## config.mk

```make
export PLATFORM = sky130hd
export DESIGN_NAME = pwr_guard
export DESIGN_NICKNAME = d
export VERILOG_FILES = /design/src/rtl/pg_pkg.sv /design/src/rtl/pg_sync.sv /design/src/rtl/pg_seq.sv /design/src/rtl/pg_batmon.sv /design/src/rtl/pwr_guard.sv
export SDC_FILE = /design/constraint.sdc
export NUM_CORES = 1
export LEC_CHECK = 0
export BUFFER_PORTS_ARGS = -buffer_cell sky130_fd_sc_hd__buf_2
export CAP_MARGIN = 20
export CORE_ASPECT_RATIO = 1.2
export CORE_MARGIN = 2
export CORE_UTILIZATION = 55
export CTS_BUF_LIST = sky130_fd_sc_hd__clkbuf_16
export CTS_CLUSTER_DIAMETER = 120
export DETAILED_ROUTE_END_ITERATION = 7
export GPL_ROUTABILITY_DRIVEN = 0
export GPL_TIMING_DRIVEN = 0
export PLACE_DENSITY = 0.73
export SLEW_MARGIN = 10
export SYNTH_ARGS = -nofsm -noshare
export SYNTH_HDL_FRONTEND = slang
export SYNTH_HIERARCHICAL = 1
export SYNTH_SLANG_ARGS = --single-unit
```

## constraint.sdc

```tcl
create_clock -name clk -period 4.95 [get_ports clk]
set_input_delay 0.495 -clock clk [delete_from_list [all_inputs] [get_ports clk]]
set_output_delay 0.495 -clock clk [all_outputs]
set_load 0.01 [all_outputs]
```

## src/rtl/pg_pkg.sv

```systemverilog
package pg_pkg;
    typedef enum logic [1:0] {
        PG_DOWN    = 2'd0,
        PG_RECOVER = 2'd1,
        PG_ACTIVE  = 2'd2
    } pg_state_e;

    typedef struct packed {
        logic batt_ok;
        logic vcc_so;
        logic vcc_ok;
    } pg_cmp_t;

    localparam int PG_CMP_N = $bits(pg_cmp_t);

    function automatic int pg_cw(input int limit);
        return (limit < 2) ? 1 : $clog2(limit);
    endfunction
endpackage

```

## src/rtl/pg_sync.sv

```systemverilog
module pg_sync #(
    parameter int WIDTH = 3
) (
    input  logic             clk,
    input  logic             rst,
    input  logic [WIDTH-1:0] d_i,
    output logic [WIDTH-1:0] q_o
);
    for (genvar g = 0; g < WIDTH; g++) begin : g_bit
        logic s1, s2;
        always_ff @(posedge clk) begin
            if (rst) begin
                s1 <= 1'b0;
                s2 <= 1'b0;
            end else begin
                s1 <= d_i[g];
                s2 <= s1;
            end
        end
        assign q_o[g] = s2;
    end
endmodule

```

## src/rtl/pg_seq.sv

```systemverilog
module pg_seq
    import pg_pkg::*;
#(
    parameter int REC_US = 100
) (
    input  logic clk,
    input  logic rst,
    input  logic us_tick,
    input  logic vcc_ok_s,
    output logic protect_o,
    output logic pwr_up_o
);
    localparam int REC_W = pg_cw(REC_US);

    pg_state_e        st;
    logic [REC_W-1:0] cnt;
    logic             pup_q;

    always_ff @(posedge clk) begin
        if (rst) begin
            st    <= PG_DOWN;
            cnt   <= '0;
            pup_q <= 1'b0;
        end else begin
            pup_q <= 1'b0;
            case (st)
                PG_DOWN: begin
                    cnt <= '0;
                    if (vcc_ok_s) st <= PG_RECOVER;
                end
                PG_RECOVER: begin
                    if (!vcc_ok_s) begin
                        st  <= PG_DOWN;
                        cnt <= '0;
                    end else if (us_tick) begin
                        if (cnt == REC_W'(REC_US - 1)) begin
                            st    <= PG_ACTIVE;
                            cnt   <= '0;
                            pup_q <= 1'b1;
                        end else begin
                            cnt <= cnt + 1'b1;
                        end
                    end
                end
                PG_ACTIVE: begin
                    if (!vcc_ok_s) st <= PG_DOWN;
                end
                default: st <= PG_DOWN;
            endcase
        end
    end

    assign protect_o = (st != PG_ACTIVE);
    assign pwr_up_o  = pup_q;


    prot_follow_chk: assert property (@(posedge clk) disable iff (rst)
        !vcc_ok_s |=> protect_o);


    rec_bound_chk: assert property (@(posedge clk) disable iff (rst)
        32'(cnt) < REC_US);


    por_single_chk: assert property (@(posedge clk) disable iff (rst)
        pwr_up_o |=> !pwr_up_o);
endmodule

```

## src/rtl/pg_batmon.sv

```systemverilog
module pg_batmon
    import pg_pkg::*;
#(
    parameter int US_PER_SEC = 1000000,
    parameter int DAY_SEC    = 86400
) (
    input  logic clk,
    input  logic rst,
    input  logic us_tick,
    input  logic active_i,
    input  logic pwr_up_i,
    input  logic batt_ok_s,
    output logic batt_low_o
);
    localparam int US_W  = pg_cw(US_PER_SEC);
    localparam int SEC_W = pg_cw(DAY_SEC);

    logic [US_W-1:0]  us_cnt;
    logic [SEC_W-1:0] sec_cnt;
    logic             sec_end, day_end, check;
    logic             flag_q;

    assign sec_end = us_tick && (us_cnt == US_W'(US_PER_SEC - 1));
    assign day_end = active_i && sec_end && (sec_cnt == SEC_W'(DAY_SEC - 1));
    assign check   = pwr_up_i || day_end;

    always_ff @(posedge clk) begin
        if (rst || !active_i || pwr_up_i) begin
            us_cnt  <= '0;
            sec_cnt <= '0;
        end else if (us_tick) begin
            if (sec_end) begin
                us_cnt  <= '0;
                sec_cnt <= day_end ? '0 : sec_cnt + 1'b1;
            end else begin
                us_cnt <= us_cnt + 1'b1;
            end
        end
    end

    always_ff @(posedge clk) begin
        if (rst)        flag_q <= 1'b0;
        else if (check) flag_q <= !batt_ok_s;
    end

    assign batt_low_o = flag_q;


    flag_hold_chk: assert property (@(posedge clk) disable iff (rst)
        !check |=> $stable(batt_low_o));
endmodule

```

## src/rtl/pwr_guard.sv

```systemverilog
module pwr_guard
    import pg_pkg::*;
#(
    parameter int REC_US     = 100,
    parameter int US_PER_SEC = 1000000,
    parameter int DAY_SEC    = 86400
) (
    input  logic clk,
    input  logic rst,
    input  logic us_tick,
    input  logic vcc_ok_i,
    input  logic vcc_so_i,
    input  logic batt_ok_i,
    input  logic ce_n_i,
    output logic ce_gate_n_o,
    output logic out_dis_o,
    output logic bat_sel_o,
    output logic por_clr_o,
    output logic batt_low_o
);
    pg_cmp_t raw, syn;
    logic    protect, pwr_up;

    assign raw.vcc_ok  = vcc_ok_i;
    assign raw.vcc_so  = vcc_so_i;
    assign raw.batt_ok = batt_ok_i;

    pg_sync #(.WIDTH(PG_CMP_N)) u_sync (
        .clk(clk), .rst(rst), .d_i(raw), .q_o(syn)
    );

    pg_seq #(.REC_US(REC_US)) u_seq (
        .clk(clk), .rst(rst), .us_tick(us_tick), .vcc_ok_s(syn.vcc_ok),
        .protect_o(protect), .pwr_up_o(pwr_up)
    );

    pg_batmon #(.US_PER_SEC(US_PER_SEC), .DAY_SEC(DAY_SEC)) u_bat (
        .clk(clk), .rst(rst), .us_tick(us_tick), .active_i(!protect),
        .pwr_up_i(pwr_up), .batt_ok_s(syn.batt_ok), .batt_low_o(batt_low_o)
    );

    assign ce_gate_n_o = ce_n_i | protect;
    assign out_dis_o   = protect;
    assign bat_sel_o   = !syn.vcc_so;
    assign por_clr_o   = pwr_up;


    por_edge_chk: assert property (@(posedge clk) disable iff (rst)
        por_clr_o |-> (!out_dis_o && $past(out_dis_o)));
endmodule

```

==> reports/qor.yml <==
clock_network:
  numClockSinks: 54
  insertion_delay_ns: 0.29
  numCtsBuffers: 5
  cts_max_path_buffers: 2
  cts_tree: "built"
  postCtsHoldBufs: 0
  cts_setup_buffers: 0
  clk_pin_slew_worst_paths_ns: 0.07
  ctsResizeCount: 0
  h-tree-depth: 2
  cts-root-buf: "clkbuf_16"
grt:
  grt_pass1_wl_um: 8942
  grt_remaining_overflow: 0
  grt_pass1_vias: 2045
  antenna_found_initial: 0
  grt_max_degree: 19
  grt_usage_pct: 21.47
worst_setup_path:
  cp.arrival_ns: 2.65
  worstReg2RegEnd: "u_bat/sec_cnt[3]"
  endpoint: "u_bat/sec_cnt[3]"
  worstSetupStartpointType: "flip-flop"
  crit_required_ns: 5.11
  critical_path_class: "flip-flop to flip-flop"
  r2r_slack_ns: 2.46
  reg2reg_depth: 9
  critical_path_peak_fanout: 10
  end_kind: "flip-flop"
  r2r_start: "u_seq/st[1]"
  critPathLaunch: "u_seq/st[1]"
die:
  die_y_um: 79.57
  start_util_pct: 56.97
  ios: 12
  fp.dieArea_mm2: 0.005329
  num_rows: 27
  die_x_um: 66.98
  fp.coreArea_mm2: 0.004594
layout:
  fillers: 389
  drive_above_1_share_pct: 11.78
  instances_no_fill: 372
  postLayoutCoreUtil_pct: 63.04
  antennaDiodeCount: 0
  design_area_mm2: 0.002897
  fin_nets: 323
  area_delta_synth_final_pct: 10.66
  layout_common_cells: "dfxtp_1, nor2_1, nand2_1, xor2_1"
  final_common_cell: "dfxtp_1"
timing:
  max_freq_mhz: 401.3
  post-route-min-period_ns: 2.492
  setup_violations: 0
  slew_viol_final: 0
  worst_clock_skew_ns: 0.005331
  hold_viol: 0
  setup_slack_ns: 2.458
  rsz0062_at_grt: "no"
  worst_pin_slew_ns: 0.6121
  hold_ws_ns: 0.4156
  fin_tns_setup_ns: 0
  slew_headroom_pct: 59.04
  fin_crit_sh_pct: 50.34
detailed_routing:
  routed_wl_um: 5232
  vias_per_cell: 5.866
  drtIter0Drc: 146
  ant_nets: 0
  drcViolationCount: 0
  vias: 2182
  drtPass1Iterations: 4
  wl_per_cell_um: 14.06
flow_run:
  cap_violations: 0
placement:
  dp_hpwl_um: 3706
  port_buffers: 11
  dp_cells: 364
  placed_area_mm2: 0.002745
  place_ws_ns: 2.388
synth:
  synth_top_area_share_pct: 41.30
  yosys.area.top_type: "dfxtp_1"
  synth_seq_area_share_pct: 41.30
  syn_nets: 305
  syn_area_per_cell_um2: 8.873
  postSynthCellCount: 295
  ys_ff_latch: 54
  synth_area_leaders: "dfxtp_1, xor2_1, nor2_1"
  syn_area_mm2: 0.002618
  synthFlopType: "dfxtp_1"
  synth_warnings: 6
  synthArstFlopShare_pct: 0
  synth_edf_count: 0
  synth_cell_types: 50
pwr:
  power_leakage_nw: 0.9944
  powerDensity_mw_per_mm2: 275.3
  peakVddDrop_mv: 0.1768
  power_uw: 797.3
run_status:
  status: "completed"
hold_path:
  min_path_cells: 2
  min_from: "vcc_ok_i"
  hold_path_class: "primary input to flip-flop"
## final cells by class
class | instances | area [um2] | area share [%]
timing repair buffer | 11 | 55.05 | 1.901
inverter | 5 | 18.77 | 0.6479
clock inverter | 3 | 26.28 | 0.9071
sequential | 54 | 1081 | 37.32
clock buffer | 5 | 125.1 | 4.320
buffer | 13 | 70.07 | 2.419
tap | 58 | 72.57 | 2.505
multi-input combinational | 223 | 1448 | 49.98
## worst max-delay path: stages (launching register included)
cell and delay, ns:
dfxtp_1 0.34, clkbuf_1 0.32, nand2b_1 0.18, inv_1 0.13, nor4b_1 0.28, and3_1 0.24
and3_1 0.19, clkbuf_1 0.37, a2bb2oi_1 0.23, a21oi_1 0.08
## synth_stat cells, types with 2 or more instances
cell type  number
and3_1         11
nor3_1          7
o211ai_1        2
and2_1          6
or4b_4          2
o21ai_0        10
clkbuf_1        7
a2bb2oi_1       3
a21oi_1        15
xnor2_1         3
nand2_1        23
inv_1           5
dfxtp_1        54
nand2b_1        4
nor2b_1         7
buf_2           2
or3_1           7
nor4b_1         4
nand4b_1        4
nand4_1        10
ha_1            3
and4b_1         2
or4_1           8
nor2_1         26
and4_1          2
o31ai_1         4
buf_4           3
a211oi_1        4
xor2_1         19
a221oi_1        4
nand3_1        15
## how the worst min path moves through the flow
stage,end,slack (ns)
after floorplan,u_sync/g_bit[0].s2,0.41
after global placement,u_sync/g_bit[2].s2,0.43
after detailed placement,u_sync/g_bit[1].s2,0.43
after CTS,u_sync/g_bit[0].s1,0.41
after global routing,u_sync/g_bit[1].s1,0.41
final,u_sync/g_bit[0].s1,0.42
## routing by layer
layer  part of all wire, %  track usage [%]  routed length (um)  vias up
met5                     0                0                   0        -
met4                  0.78            7.347                  41        0
met3                   4.2            4.513                 221        4
met2                    50            36.80                2596       42
met1                    45            26.35                2372     1030
li1                      -                -                   -     1106
## flip-flops by register name (all words and copies together), names as in the netlist
signal	flops
u_seq/pwr_up_o	1
u_sync/g_bit.s2	3
u_sync/g_bit.s1	3
u_bat/batt_low_o	1
u_seq/cnt	7
u_bat/us_cnt	20
u_seq/st	2
u_bat/sec_cnt	17
## power by group
group	internal (mW)	total (mW)	switching [mW]	leakage [nW]
Sequential	0.437	0.437	0.000800	0.436
Clock	0.190	0.349	0.159	0.0740
Combinational	0.00552	0.0109	0.00540	0.484
Total	0.632	0.797	0.165	0.994
## cells by family (layout without fill, tap and decap cells)
kind of cell / after synthesis / in the layout / share of synthesized area (%)
and+or+nand+nor: 149 / 149 / 34.03
muxes: 1 / 1 / 0.3824
xor gates and xnor gates: 22 / 22 / 7.362
adders and majority gates: 3 / 3 / 1.434
DFF: 54 / 54 / 41.30
AOI/OAI and AO/OA: 48 / 48 / 12.09
buffers and inverters: 18 / 37 / 3.394
Power figures use the tool's default switching activity.
